--- src/rtl/spi_pad_pkg.sv ---
package spi_pad_pkg;
    typedef enum logic [1:0] {
        ST_DESEL,
        ST_LOAD,
        ST_SHIFT
    } tx_state_t;

    localparam logic [7:0] FILL_ONES = 8'hFF;
endpackage

--- src/rtl/spi_pad_fifo.sv ---
module spi_pad_fifo #(
    parameter int W     = 8,
    parameter int DEPTH = 4
) (
    input  logic         clk,
    input  logic         rst_n,
    input  logic         push,
    input  logic [W-1:0] push_data,
    input  logic         pop,
    output logic [W-1:0] head,
    output logic         empty,
    output logic         full
);
    localparam int AW = (DEPTH > 1) ? $clog2(DEPTH) : 1;
    localparam int CW = $clog2(DEPTH + 1);

    logic [W-1:0]  mem [DEPTH];
    logic [AW-1:0] wr_ptr, rd_ptr;
    logic [CW-1:0] count;
    logic          do_push, do_pop;

    assign empty   = (count == '0);
    assign full    = (count == CW'(DEPTH));
    assign do_push = push && !full;
    assign do_pop  = pop && !empty;
    assign head    = mem[rd_ptr];

    function automatic logic [AW-1:0] bump(input logic [AW-1:0] p);
        return (p == AW'(DEPTH - 1)) ? '0 : p + 1'b1;
    endfunction

    always_ff @(posedge clk or negedge rst_n) begin
        if (!rst_n) begin
            wr_ptr <= '0;
            rd_ptr <= '0;
            count  <= '0;
        end else begin
            if (do_push) wr_ptr <= bump(wr_ptr);
            if (do_pop)  rd_ptr <= bump(rd_ptr);
            case ({do_push, do_pop})
                2'b10:   count <= count + 1'b1;
                2'b01:   count <= count - 1'b1;
                default: count <= count;
            endcase
        end
    end

    always_ff @(posedge clk) begin
        if (do_push) mem[wr_ptr] <= push_data;
    end
endmodule

--- src/rtl/spi_pad_edges.sv ---
module spi_pad_edges (
    input  logic clk,
    input  logic rst_n,
    input  logic sck,
    input  logic ss_n,
    output logic sck_rise,
    output logic sck_fall,
    output logic sel_start
);
    logic sck_q, ss_q;

    always_ff @(posedge clk or negedge rst_n) begin
        if (!rst_n) begin
            sck_q <= 1'b0;
            ss_q  <= 1'b1;
        end else begin
            sck_q <= sck;
            ss_q  <= ss_n;
        end
    end

    assign sck_rise  = sck && !sck_q;
    assign sck_fall  = !sck && sck_q;
    assign sel_start = ss_q && !ss_n;
endmodule

--- src/rtl/spi_pad_ctrl.sv ---
module spi_pad_ctrl
    import spi_pad_pkg::*;
#(
    parameter int W = 8
) (
    input  logic         clk,
    input  logic         rst_n,
    input  logic         ss_n,
    input  logic         sck_rise,
    input  logic         sck_fall,
    input  logic         sel_start,
    input  logic         wr_en,
    input  logic         fifo_empty,
    input  logic [W-1:0] fifo_head,
    input  logic         pad_rpt,
    input  logic         err_clr,
    output logic         fifo_pop,
    output logic         miso,
    output logic         rx_byte_done,
    output logic         underrun,
    output logic         busy,
    output logic         pad_pending
);
    localparam int CW = (W > 1) ? $clog2(W) : 1;

    tx_state_t     state, state_nx;
    logic [CW-1:0] bit_cnt;
    logic [W-1:0]  shreg, last_byte, fill_val;
    logic          armed, pad_due, last_bit;

    assign fill_val = pad_rpt ? last_byte : W'(FILL_ONES);
    assign pad_due  = pad_pending || (armed && wr_en && fifo_empty);
    assign last_bit = (bit_cnt == CW'(W - 1));

    // next-state
    always_comb begin
        state_nx = state;
        unique case (state)
            ST_DESEL: if (sel_start) state_nx = ST_LOAD;
            ST_LOAD:  state_nx = ss_n ? ST_DESEL : ST_SHIFT;
            ST_SHIFT: begin
                if (ss_n)                      state_nx = ST_DESEL;
                else if (sck_rise && last_bit) state_nx = ST_LOAD;
            end
            default:  state_nx = ST_DESEL;
        endcase
    end

    always_ff @(posedge clk or negedge rst_n) begin
        if (!rst_n) state <= ST_DESEL;
        else        state <= state_nx;
    end

    // outputs
    always_comb begin
        fifo_pop = (state == ST_LOAD) && !ss_n && !pad_due && !fifo_empty;
        miso     = (state != ST_DESEL) && shreg[W-1];
    end

    // datapath
    always_ff @(posedge clk or negedge rst_n) begin
        if (!rst_n) begin
            bit_cnt      <= '0;
            shreg        <= '0;
            last_byte    <= W'(FILL_ONES);
            armed        <= 1'b0;
            pad_pending  <= 1'b0;
            busy         <= 1'b0;
            rx_byte_done <= 1'b0;
            underrun     <= 1'b0;
        end else begin
            rx_byte_done <= 1'b0;
            if (err_clr) underrun <= 1'b0;
            if (armed && wr_en && fifo_empty) pad_pending <= 1'b1;

            if (ss_n) begin
                bit_cnt     <= '0;
                armed       <= 1'b0;
                pad_pending <= 1'b0;
                busy        <= 1'b0;
            end else if (state == ST_LOAD) begin
                bit_cnt <= '0;
                if (pad_due) begin
                    shreg       <= fill_val;
                    last_byte   <= fill_val;
                    busy        <= 1'b1;
                    pad_pending <= 1'b0;
                end else if (!fifo_empty) begin
                    shreg     <= fifo_head;
                    last_byte <= fifo_head;
                    busy      <= 1'b1;
                end else begin
                    shreg     <= fill_val;
                    last_byte <= fill_val;
                    busy      <= 1'b0;
                    underrun  <= 1'b1;
                end
            end else if (state == ST_SHIFT) begin
                if (sck_rise) begin
                    bit_cnt <= bit_cnt + 1'b1;
                    if (last_bit) begin
                        rx_byte_done <= 1'b1;
                        armed        <= 1'b1;
                    end
                end else if (sck_fall && bit_cnt != '0) begin
                    shreg <= {shreg[W-2:0], 1'b0};
                end
            end
        end
    end
endmodule

--- src/rtl/spi_pad_tx.sv ---
module spi_pad_tx #(
    parameter int W     = 8,
    parameter int DEPTH = 4
) (
    input  logic         clk,
    input  logic         rst_n,
    input  logic         wr_en,
    input  logic [W-1:0] wr_data,
    input  logic         pad_rpt,
    input  logic         err_clr,
    input  logic         sck,
    input  logic         ss_n,
    output logic         miso,
    output logic         rx_byte_done,
    output logic         tx_free,
    output logic         tx_idle,
    output logic         underrun
);
    logic         sck_rise, sck_fall, sel_start;
    logic         fifo_pop, fifo_empty, fifo_full;
    logic [W-1:0] fifo_head;
    logic         busy, pad_pending;

    spi_pad_edges u_edges (
        .clk       (clk),
        .rst_n     (rst_n),
        .sck       (sck),
        .ss_n      (ss_n),
        .sck_rise  (sck_rise),
        .sck_fall  (sck_fall),
        .sel_start (sel_start)
    );

    spi_pad_fifo #(.W(W), .DEPTH(DEPTH)) u_fifo (
        .clk       (clk),
        .rst_n     (rst_n),
        .push      (wr_en),
        .push_data (wr_data),
        .pop       (fifo_pop),
        .head      (fifo_head),
        .empty     (fifo_empty),
        .full      (fifo_full)
    );

    spi_pad_ctrl #(.W(W)) u_ctrl (
        .clk          (clk),
        .rst_n        (rst_n),
        .ss_n         (ss_n),
        .sck_rise     (sck_rise),
        .sck_fall     (sck_fall),
        .sel_start    (sel_start),
        .wr_en        (wr_en),
        .fifo_empty   (fifo_empty),
        .fifo_head    (fifo_head),
        .pad_rpt      (pad_rpt),
        .err_clr      (err_clr),
        .fifo_pop     (fifo_pop),
        .miso         (miso),
        .rx_byte_done (rx_byte_done),
        .underrun     (underrun),
        .busy         (busy),
        .pad_pending  (pad_pending)
    );

    assign tx_free = !fifo_full;
    assign tx_idle = fifo_empty && !pad_pending && !busy;
endmodule

--- config.mk ---
export PLATFORM = sky130hd
export DESIGN_NAME = spi_pad_tx
export DESIGN_NICKNAME = d
export VERILOG_FILES = /design/src/rtl/spi_pad_pkg.sv /design/src/rtl/spi_pad_fifo.sv /design/src/rtl/spi_pad_edges.sv /design/src/rtl/spi_pad_ctrl.sv /design/src/rtl/spi_pad_tx.sv
export SDC_FILE = /design/constraint.sdc
export NUM_CORES = 1
export LEC_CHECK = 0
export ABC_AREA = 1
export BUFFER_PORTS_ARGS = -buffer_cell sky130_fd_sc_hd__buf_2
export CAP_MARGIN = 30
export CORE_MARGIN = 5
export CORE_UTILIZATION = 50
export DETAILED_ROUTE_END_ITERATION = 8
export PLACE_DENSITY = 0.68
export SETUP_SLACK_MARGIN = 0.3
export SLEW_MARGIN = 20
export SYNTH_ARGS = -nofsm -noshare
export SYNTH_HDL_FRONTEND = slang
export SYNTH_SLANG_ARGS = --single-unit
export TNS_END_PERCENT = 20
--- constraint.sdc ---
create_clock -name clk -period 3 [get_ports clk]
set_input_delay 0.3 -clock clk [delete_from_list [all_inputs] [get_ports clk]]
set_output_delay 0.3 -clock clk [all_outputs]
set_load 0.03 [all_outputs]
==> flow_metrics.tcl, run 1 <==
set metrics [dict create \
    coreArea_sq_um 6390 \
    synth-seq-area-share_pct 56.1 \
    fin_crit_sh_pct 78.6 \
    crit_type "flip-flop to flip-flop" \
    slowest_delay_ns 0.42 \
    die_h_um 91.2 \
    drv_cap 0 \
    first_global_vias 2272 \
    p_per_area_nw_per_um2 948 \
    rsz0062_at_grt "no" \
    slew_violations 0 \
    wl_per_cell_um 13.1 \
    slowest_stage "dfrtp_1" \
    path_cells "inv_1 > ha_1 > inv_2 > nor2_2 > inv_2 > nor2_4 > ha_1 > inv_1 > fa_1 > a21oi_1 > o21ai_0 > xor2_1" \
    antenna_found_initial 0 \
    instances_no_fill 455 \
    finalSetupViolCount 0 \
    synth_edf_count 32 \
    fillers 567 \
    required_ns 3.21 \
    syn2layout_area_growth_pct 9.04 \
    syn_nets 379 \
    cts.sinks 67 \
    slew_headroom_pct 45.2 \
    ys_seq_elements 67 \
    via_count 2248 \
    synth_ff_type "edfxtp_1" \
    drt-pass1-iter-count 4 \
    grt_use_total_pct 15.8 \
    synth_common_cells "95 x nand2_1, 50 x inv_1, 34 x nor2_1" \
    synthTopCellsByArea "edfxtp_1 29%, dfrtp_1 20%, nand2_1 11%" \
    rr_endpoint "u_fifo.count[2]$_DFFE_PN0P_" \
    postCtsHoldBufs 0 \
    synth_cell_types 34 \
    htree_num_levels 3 \
    finalClockSkew_ns 0.0107 \
    routabilityCongestion 0.790 \
    synth.avg_cell_area_sq_um 9.42 \
    end_kind "flip-flop" \
    drive_gt1_share_pct 18.0 \
    cp-start-kind "flip-flop" \
    synth_area_sq_um 3300 \
    cp.arrival_ns 2.57 \
    post-cts-setup-buffers 0 \
    clkTransAtPathRegs_ns 0.07 \
    synth_top_area_share_pct 29.2 \
    post-place-cells 439 \
    grt_pass1_wl_um 10400 \
    fp-row-count 29 \
    postRouteAntennaNets 0 \
    reg2regPathDepth 12 \
    status "finished clean" \
    hpwl_um 4050 \
    die_w_um 91.2 \
    finalSetupTns_ns 0 \
    initial_core_util_pct 51.6 \
    placed_area_sq_um 3410 \
    leakagePower_nw 1.70 \
    vias_per_cell 4.94 \
    final_area_sq_um 3590 \
    pin_count 20 \
    path_max_fanout 19 \
    syn_inst 350 \
    grt_max_degree 36 \
    yosysMostFrequentCell "nand2_1" \
    yosys_warnings 0 \
    tightest_slew_ns 0.819 \
    cts_resized 0 \
    fmax_mhz 424 \
    wirelength_um 5950 \
    yosysTopAreaCell "edfxtp_1" \
    cts_buffers 9 \
    hold_path_class "input port to asynchronous set/reset pin" \
    cts_tree "yes" \
    portBuffers 19 \
    hold_violations 0 \
    reg2reg_slack_ns 0.64 \
    clock_path_buffers 2 \
    globalRouteOverflowTotal 0 \
    ir_worst_vdd_uv 533 \
    drc_errors 0 \
    utilization_pct 56.3 \
    root_buffer "clkbuf_8" \
    min_period_ns 2.36 \
    clk_latency_ns 0.34 \
    async_flop_share_pct 52.2 \
    drt_iter0_drc 147 \
    fin_nets 402 \
    dieArea_sq_um 8310 \
    worstReg2RegStart "u_ctrl.state[1]$_DFFE_PN0P_" \
    num_antenna_cells 0 \
]
report_power, final:
part	internal [mW]	switching (mW)	leakage, nW
clock network	0.377	0.339	0.0935
logic	0.441	0.799	0.890
registers	1.26	0.188	0.721
cell usage in the layout (no fill, tap or decap), types with 2 or more instances in the layout:
cell / n
edfxtp_1: 32
ha_1: 13
inv_1: 50
inv_2: 4
a21oi_1: 3
dfstp_2: 9
nand2_1: 95
o21ai_0: 10
clkbuf_8: 9
nand2_2: 10
nor2_2: 2
dfrtp_1: 26
buf_2: 19
nor2_1: 34
clkinv_2: 3
nor2_4: 2
o21ai_1: 11
nand3_1: 26
sequential cells by signal, indices dropped and copies added, names as in the netlist:
signal,flops
u_fifo.wr_ptr,2
u_ctrl.underrun,1
u_ctrl.pad_pending,1
u_fifo.mem,32
u_ctrl.shreg,8
u_fifo.count,3
u_ctrl.rx_byte_done,1
u_ctrl.last_byte,8
u_fifo.rd_ptr,2
u_ctrl.bit_cnt,3
u_ctrl.state,2
u_edges.sck_q,1
u_ctrl.busy,1
u_edges.ss_q,1
u_ctrl.armed,1
metrics by stage:
stage / hold WS, ns / worst slack, ns / power, mW
after detailed placement: 0.422 / 0.661 / 2.73
after CTS: 0.0621 / 0.632 / 3.45
after global placement: 0.422 / 0.750 / 2.68
after global routing: 0.0573 / 0.446 / 3.69
after floorplan: 0.00441 / 0.833 / 2.48
final: 0.0525 / 0.643 / 3.41
metal layers:
layer	part of all wire, %	global-route usage, %	routed length, um	vias to the layer above
met1	48	21.2	2870	1042
met4	3.3	9.78	196	0
met2	44	23.6	2630	42
met3	4.3	3.14	254	16
li1	-	-	-	1148
met5	0	0	0	-
layout make-up:
type	count	area [sq um]	share of cell area [%]
clock buffers	10	128	3.55
clock inverters	6	56.3	1.57
inverters	56	231	6.44
multi-input cells	219	1130	31.5
flip-flops and latches	67	1850	51.4
well taps	77	96.3	2.68
repair buffers	20	103	2.86
logic make-up (layout without fill, tap and decap cells):
| group | Yosys count | after routing | synth area share (%) |
|---|---|---|---|
| AND/OR/NAND/NOR | 174 | 174 | 23.0 |
| flip-flops | 67 | 67 | 56.1 |
| buffers and inverters | 64 | 92 | 9.60 |
| AO/OA/AOI/OAI | 29 | 29 | 5.24 |
| adder cells (fa/ha/maj) | 14 | 14 | 5.54 |
| XOR/XNOR | 2 | 2 | 0.532 |
worst max-delay path: cells and delay by family, from the launching register on:
kind	cells	cell delay (ns)
DFF	1	0.42
adders and majority gates	3	0.73
buffers and inverters	4	0.38
xor gates and xnor gates	1	0.15
AOI/OAI and AO/OA	2	0.26
and+or+nand+nor	2	0.29
how the worst max path moves through the flow:
stage                                       end                   startpoint
floorplan           u_fifo.count[2]$_DFFE_PN0P_  u_ctrl.state[1]$_DFFE_PN0P_
global placement    u_fifo.count[2]$_DFFE_PN0P_  u_ctrl.state[1]$_DFFE_PN0P_
detailed placement  u_fifo.count[2]$_DFFE_PN0P_  u_ctrl.state[1]$_DFFE_PN0P_
CTS                 u_fifo.count[2]$_DFFE_PN0P_  u_ctrl.state[1]$_DFFE_PN0P_
global route        u_fifo.count[2]$_DFFE_PN0P_  u_ctrl.state[1]$_DFFE_PN0P_
finish              u_fifo.count[2]$_DFFE_PN0P_  u_ctrl.state[1]$_DFFE_PN0P_
Note: power is estimated with default switching activity, not from simulation.
==> run 2: changes to the inputs <==
- ABC_AREA: 1 -> 0
- PLACE_DENSITY: 0.68 -> 0.7
- clock period: 3 -> 2.1 ns (I/O delays scaled with it)
==> flow_metrics.tcl, run 2 <==
set metrics [dict create \
    status "finished clean" \
    hold_violations 0 \
    portBuffers 19 \
    vias_per_cell 5.38 \
    cts.sinks 67 \
    reg2regPathDepth 10 \
    async_flop_share_pct 52.2 \
    synth_top_area_share_pct 31.2 \
    via_count 1954 \
    coreArea_sq_um 5960 \
    yosysMostFrequentCell "edfxtp_1" \
    p_sw_share_pct 35.3 \
    place_ws_ns 0.162 \
    p_total_mw 5.07 \
    num_antenna_cells 0 \
    die_h_um 88.5 \
    clkTransAtPathRegs_ns 0.09 \
    drive_gt1_share_pct 29.5 \
    fmax_mhz 535 \
    routed.top_layer "met4" \
    htree_num_levels 3 \
    seq_power_share_pct 40.6 \
    syn_inst 245 \
    finalSetupTns_ns 0 \
    fin_ws_ns 0.230 \
    wl_met1_um 2690 \
    min_from "err_clr" \
    clockPowerShare_pct 22.4 \
    clk_latency_ns 0.35 \
    wl_met2_um 2720 \
    clock_path_buffers 2 \
    hold_path_class "input port to flip-flop" \
    synth_edf_count 32 \
    synth-seq-area-share_pct 59.9 \
    grt_pass1_wl_um 9900 \
    die_w_um 88.5 \
    ys_seq_elements 67 \
    routed-wl-met3_um 215 \
    p_comb_share_pct 37.0 \
    synth_cell_types 35 \
    wirelength_um 5710 \
    routabilityCongestion 0.794 \
    fin_nets 312 \
    crit_type "flip-flop to flip-flop" \
    drt_iter0_drc 143 \
    yosysTopAreaCell "edfxtp_1" \
    synthTopCellsByArea "edfxtp_1 31%, dfrtp_1 21%, dfstp_2 7.7%" \
    hold_end "u_ctrl.underrun$_DFF_PN0_" \
    regMostFlops "u_fifo.mem" \
    intPower_mw 3.28 \
    tightest_slew_ns 0.466 \
    fin_crit_sh_pct 89.1 \
    slew_violations 0 \
    worstReg2RegStart "u_ctrl.state[1]$_DFFE_PN0P_" \
    yosys_warnings 0 \
    grt_use_total_pct 17.0 \
    synth_common_cells "32 x edfxtp_1, 26 x dfrtp_1, 21 x inv_1" \
    end_kind "flip-flop" \
    initial_core_util_pct 51.8 \
    min_path_cells 2 \
    drt-pass1-iter-count 4 \
    required_ns 2.37 \
    postRouteAntennaNets 0 \
    pin_count 20 \
    synth_ff_type "edfxtp_1" \
    leakagePower_nw 1.55 \
    path_max_fanout 2 \
    reg2reg_slack_ns 0.23 \
    globalRouteOverflowTotal 0 \
    root_buffer "clkbuf_8" \
    slew_headroom_pct 69.0 \
    first_global_vias 2009 \
    hpwl_um 3770 \
    antenna_found_initial 0 \
    drv_cap 0 \
    largest_reg_flops 32 \
    final_cell_mix "32 x edfxtp_1, 24 x dfrtp_1, 18 x inv_1, 18 x buf_2, 17 x nand2_1" \
    synth.avg_cell_area_sq_um 12.6 \
    final_common_cell "edfxtp_1" \
    worst_hold_slack_ns 0.0288 \
    drc_errors 0 \
    finalSetupViolCount 0 \
    fp-row-count 28 \
    synth_area_sq_um 3080 \
    cts_buffers 9 \
    syn2layout_area_growth_pct 19.1 \
    cp.arrival_ns 2.14 \
    post-place-cells 337 \
    syn_nets 274 \
    cts_tree "yes" \
    p_per_area_nw_per_um2 1380 \
    instances_no_fill 363 \
    dieArea_sq_um 7840 \
    ir_worst_vdd_uv 942 \
    finalClockSkew_ns 0.0124 \
    rsz0062_at_grt "yes" \
    cp-start-kind "flip-flop" \
    wl_per_cell_um 15.7 \
    rr_endpoint "u_fifo.count[2]$_DFFE_PN0P_" \
    grt_max_degree 36 \
    min_period_ns 1.87 \
    power_switching_mw 1.79 \
    reg_top3 "u_fifo.mem x32, u_ctrl.last_byte x8, u_ctrl.shreg x8" \
]
-- run 2: cell count changes after synthesis, moves of 9 or more --
cell     previous run  this run
mux2i_1             0        11
nor2_1             34        16
a31oi_1             0         9
nand3_1            26         8
nand2_1            95        17
nand2_2            10         0
inv_1              50        21
o21ai_1            11         0
-- run 2: how the worst max path moves through the flow --
stage                                      startpoint                          end  slack, ns  cells after the start
final                     u_ctrl.state[1]$_DFFE_PN0P_  u_fifo.count[2]$_DFFE_PN0P_       0.23                     10
after global routing      u_ctrl.state[1]$_DFFE_PN0P_  u_fifo.count[2]$_DFFE_PN0P_       0.12                     10
after CTS                 u_ctrl.state[1]$_DFFE_PN0P_  u_fifo.count[2]$_DFFE_PN0P_       0.22                     10
after detailed placement  u_ctrl.state[1]$_DFFE_PN0P_  u_fifo.count[2]$_DFFE_PN0P_       0.16                     10
after global placement    u_ctrl.state[1]$_DFFE_PN0P_  u_fifo.count[2]$_DFFE_PN0P_       0.22                     10
after floorplan           u_ctrl.state[1]$_DFFE_PN0P_  u_fifo.count[2]$_DFFE_PN0P_       0.22                     10
-- run 2: area by class of cell --
cell class                 instances  area [sq um]
sequential                        67          1850
clock buffer                       9           124
timing repair buffer              38           265
fill                             460          2280
tap                               75          93.8
inverter                          22          82.6
multi-input combinational        145          1180
clock inverter                     7          82.6
-- run 2: critical path, cell delays in order (launching register included) --
cell      delay (ns)
dfrtp_1         0.39
inv_2           0.08
ha_4            0.15
nand2b_4        0.06
nor3_4          0.13
ha_2            0.20
inv_1           0.05
fa_2            0.33
xor2_1          0.14
nor2_1          0.13
xor2_1          0.15
-- run 2: what timing repair did --
action	CTS	global route
gates cloned	0	0
pin swaps	3	2
endpoints found under the setup margin	3	10
hold buffers	2	0
endpoints found under the hold margin	27	0
gates resized for setup	6	2
setup buffers	5	2
-- run 2: per-layer routing --
metal	vias to the layer above	GRT usage, %
li1	945	-
met1	969	23.2
met2	31	25.8
met3	9	3.54
met4	0	8.52
met5	-	0
-- run 2: power groups by stage --
stage | sequential (mW) | clock, mW | combinational, mW
after detailed placement | 2.07 | 0 | 1.77
final | 2.06 | 1.13 | 1.88
after global routing | 2.11 | 1.23 | 2.11
after CTS | 2.06 | 1.16 | 1.85
after floorplan | 2.00 | 0 | 1.39
after global placement | 2.05 | 0 | 1.74
-- run 2: kinds of logic after synthesis --
| family | count (synthesis) | synth area share, % |
|---|---|---|
| fa+ha+maj | 14 | 5.92 |
| mux | 24 | 11.4 |
| buf+inv | 33 | 4.34 |
| compound gates | 25 | 4.58 |
| flops | 67 | 59.9 |
| simple gates | 78 | 12.7 |
| xor+xnor | 4 | 1.14 |
-- run 2: per-stage QoR --
step	area (sq um)	utilization (%)
2_1_floorplan	3140	-
3_3_place_gp	3350	56.2
3_5_place_dp	3350	56.2
4_1_cts	3630	60.9
5_1_grt	3670	61.7
6_report	3670	61.7
==> run 3: changes to the inputs <==
- CORE_MARGIN: 5 -> 3
- SYNTH_HIERARCHICAL: default -> 1
==> flow_metrics.tcl, run 3 <==
set metrics [dict create \
    rsz0062_at_grt "yes" \
    hold_path_class "input port to flip-flop" \
    wl_per_cell_um 15.7 \
    die_h_um 85.3 \
    min_from "err_clr" \
    drc_errors 0 \
    clock_path_buffers 2 \
    via_count 1807 \
    p_per_area_nw_per_um2 1380 \
    htree_num_levels 3 \
    synth_edf_count 32 \
    fin_ws_ns 0.209 \
    die_w_um 85.3 \
    slew_violations 0 \
    grt_max_degree 36 \
    hpwl_um 3630 \
    routabilityCongestion 0.730 \
    grt_pass1_wl_um 9160 \
    portBuffers 19 \
    drt_iter0_drc 78 \
    synth.avg_cell_area_sq_um 14.3 \
    reg_top3 "u_fifo/mem x32, u_ctrl/last_byte x8, u_ctrl/shreg x8" \
    cts.sinks 67 \
    routed-wl-met3_um 185 \
    antenna_found_initial 0 \
    synth_common_cells "32 x edfxtp_1, 26 x dfrtp_1, 21 x inv_1" \
    clkTransAtPathRegs_ns 0.07 \
    ys_seq_elements 67 \
    reg2regPathDepth 12 \
    end_kind "flip-flop" \
    drt-pass1-iter-count 4 \
    synth_cell_types 46 \
    fmax_mhz 529 \
    finalSetupViolCount 0 \
    synth-seq-area-share_pct 58.8 \
    cp.arrival_ns 2.15 \
    largest_reg_flops 32 \
    leakagePower_nw 1.59 \
    cp-start-kind "flip-flop" \
    place_ws_ns -0.0111 \
    wl_met2_um 2590 \
    regMostFlops "u_fifo/mem" \
    syn_inst 220 \
    required_ns 2.36 \
    fin_crit_sh_pct 90.1 \
    async_flop_share_pct 52.2 \
    final_common_cell "edfxtp_1" \
    clk_latency_ns 0.34 \
    slew_headroom_pct 47.6 \
    drv_cap 0 \
    num_antenna_cells 0 \
    status "finished clean" \
    wirelength_um 5370 \
    drive_gt1_share_pct 40.8 \
    postRouteAntennaNets 0 \
    tightest_slew_ns 0.785 \
    fp-row-count 28 \
    root_buffer "clkbuf_8" \
    wl_met1_um 2520 \
    synth_ff_type "edfxtp_1" \
    yosysTopAreaCell "edfxtp_1" \
    synthTopCellsByArea "edfxtp_1 31%, dfrtp_1 21%, dfstp_2 7.5%" \
    fin_nets 291 \
    min_period_ns 1.89 \
    yosys_warnings 6 \
    min_path_cells 2 \
    coreArea_sq_um 5990 \
    routed.top_layer "met4" \
    synth_top_area_share_pct 30.6 \
    vias_per_cell 5.28 \
    utilization_pct 61.9 \
    ir_worst_vdd_uv 743 \
    hold_violations 0 \
    finalClockSkew_ns 0.00527 \
    cts_buffers 9 \
    initial_core_util_pct 52.4 \
    syn2layout_area_growth_pct 18.1 \
    globalRouteOverflowTotal 0 \
    final_cell_mix "32 x edfxtp_1, 23 x dfrtp_1, 19 x buf_2" \
    cts_tree "yes" \
    rr_endpoint "u_fifo/count[2]$_DFFE_PN0P_" \
    worstReg2RegStart "u_ctrl/state[1]$_DFFE_PN0P_" \
    dieArea_sq_um 7270 \
    crit_type "flip-flop to flip-flop" \
    syn_nets 249 \
    reg2reg_slack_ns 0.21 \
    pin_count 20 \
    hold_end "u_ctrl/underrun$_DFF_PN0_" \
    yosysMostFrequentCell "edfxtp_1" \
    first_global_vias 1845 \
    grt_use_total_pct 16.4 \
    path_max_fanout 3 \
    synth_area_sq_um 3140 \
]
-- run 3: how the worst max path moves through the flow --
stage | startpoint | endpoint | slack (ns) | depth (start not counted)
4_1_cts | u_fifo/count[1]$_DFFE_PN0P_ | u_fifo/count[2]$_DFFE_PN0P_ | 0.21 | 12
6_report | u_ctrl/state[1]$_DFFE_PN0P_ | u_fifo/count[2]$_DFFE_PN0P_ | 0.21 | 12
3_5_place_dp | u_fifo/count[0]$_DFFE_PN0P_ | u_fifo/count[2]$_DFFE_PN0P_ | -0.01 | 12
5_1_grt | u_ctrl/state[1]$_DFFE_PN0P_ | u_fifo/count[2]$_DFFE_PN0P_ | 0.08 | 12
3_3_place_gp | u_fifo/count[0]$_DFFE_PN0P_ | u_fifo/count[2]$_DFFE_PN0P_ | 0.1 | 12
2_1_floorplan | u_ctrl/state[1]$_DFFE_PN0P_ | u_fifo/count[2]$_DFFE_PN0P_ | 0.03 | 14
-- run 3: what timing repair did --
action                                 in CTS  in global routing
endpoints found under the hold margin      27                  0
buffers inserted                            9                  2
resized for setup                           8                  3
pin swaps                                   8                  4
hold buffers                                2                  0
setup endpoints to repair                  11                 13
-- run 3: worst max-delay path, stage by stage (launching register included) --
cell,delay [ns]
dfrtp_1,0.39
inv_2,0.09
ha_4,0.16
nand3_4,0.08
inv_2,0.07
nand2b_4,0.06
inv_4,0.05
ha_4,0.12
inv_2,0.03
fa_2,0.33
xor2_1,0.14
nor2_1,0.13
xor2_1,0.15
-- run 3: cells by family (layout without fill, tap and decap cells) --
| kind of cell | Yosys count | count (layout) | synth area share, % |
|---|---|---|---|
| compound gates | 24 | 24 | 6.22 |
| mux | 25 | 25 | 12.8 |
| fa+ha+maj | 14 | 14 | 5.82 |
| xor+xnor | 4 | 4 | 1.12 |
| flops | 67 | 67 | 58.8 |
| simple gates | 55 | 55 | 11.0 |
| buf+inv | 31 | 78 | 4.22 |
-- run 3: stage by stage --
stage	total power, mW	hold WS (ns)	TNS, ns	instances	instance area, sq um
after floorplan	3.57	-0.0856	0	220	3190
after global placement	3.91	0.333	0	313	3380
after detailed placement	3.97	0.350	-0.0111	313	3380
after CTS	5.16	0.0422	0	340	3690
after global routing	5.50	0.0495	0	342	3710
final	5.14	0.0539	0	342	3710
-- run 3: metal layers --
layer | global-route usage (%) | vias up
met5 | 0 | -
met4 | 5.90 | 0
met3 | 5.34 | 10
met2 | 25.8 | 26
met1 | 21.4 | 893
li1 | - | 878
-- run 3: layout make-up --
type	instances	area [sq um]
fillers	447	2280
well taps	75	93.8
repair buffers	40	262
flip-flops and latches	67	1850
clock buffers	10	128
clock inverters	6	66.3
multi-input cells	122	1220
inverters	22	85.1
-- run 3: where the power goes --
part / switching (mW) / internal, mW
Clock: 0.477 / 0.548
Combinational: 0.929 / 1.06
Sequential: 0.288 / 1.84
Total: 1.69 / 3.44
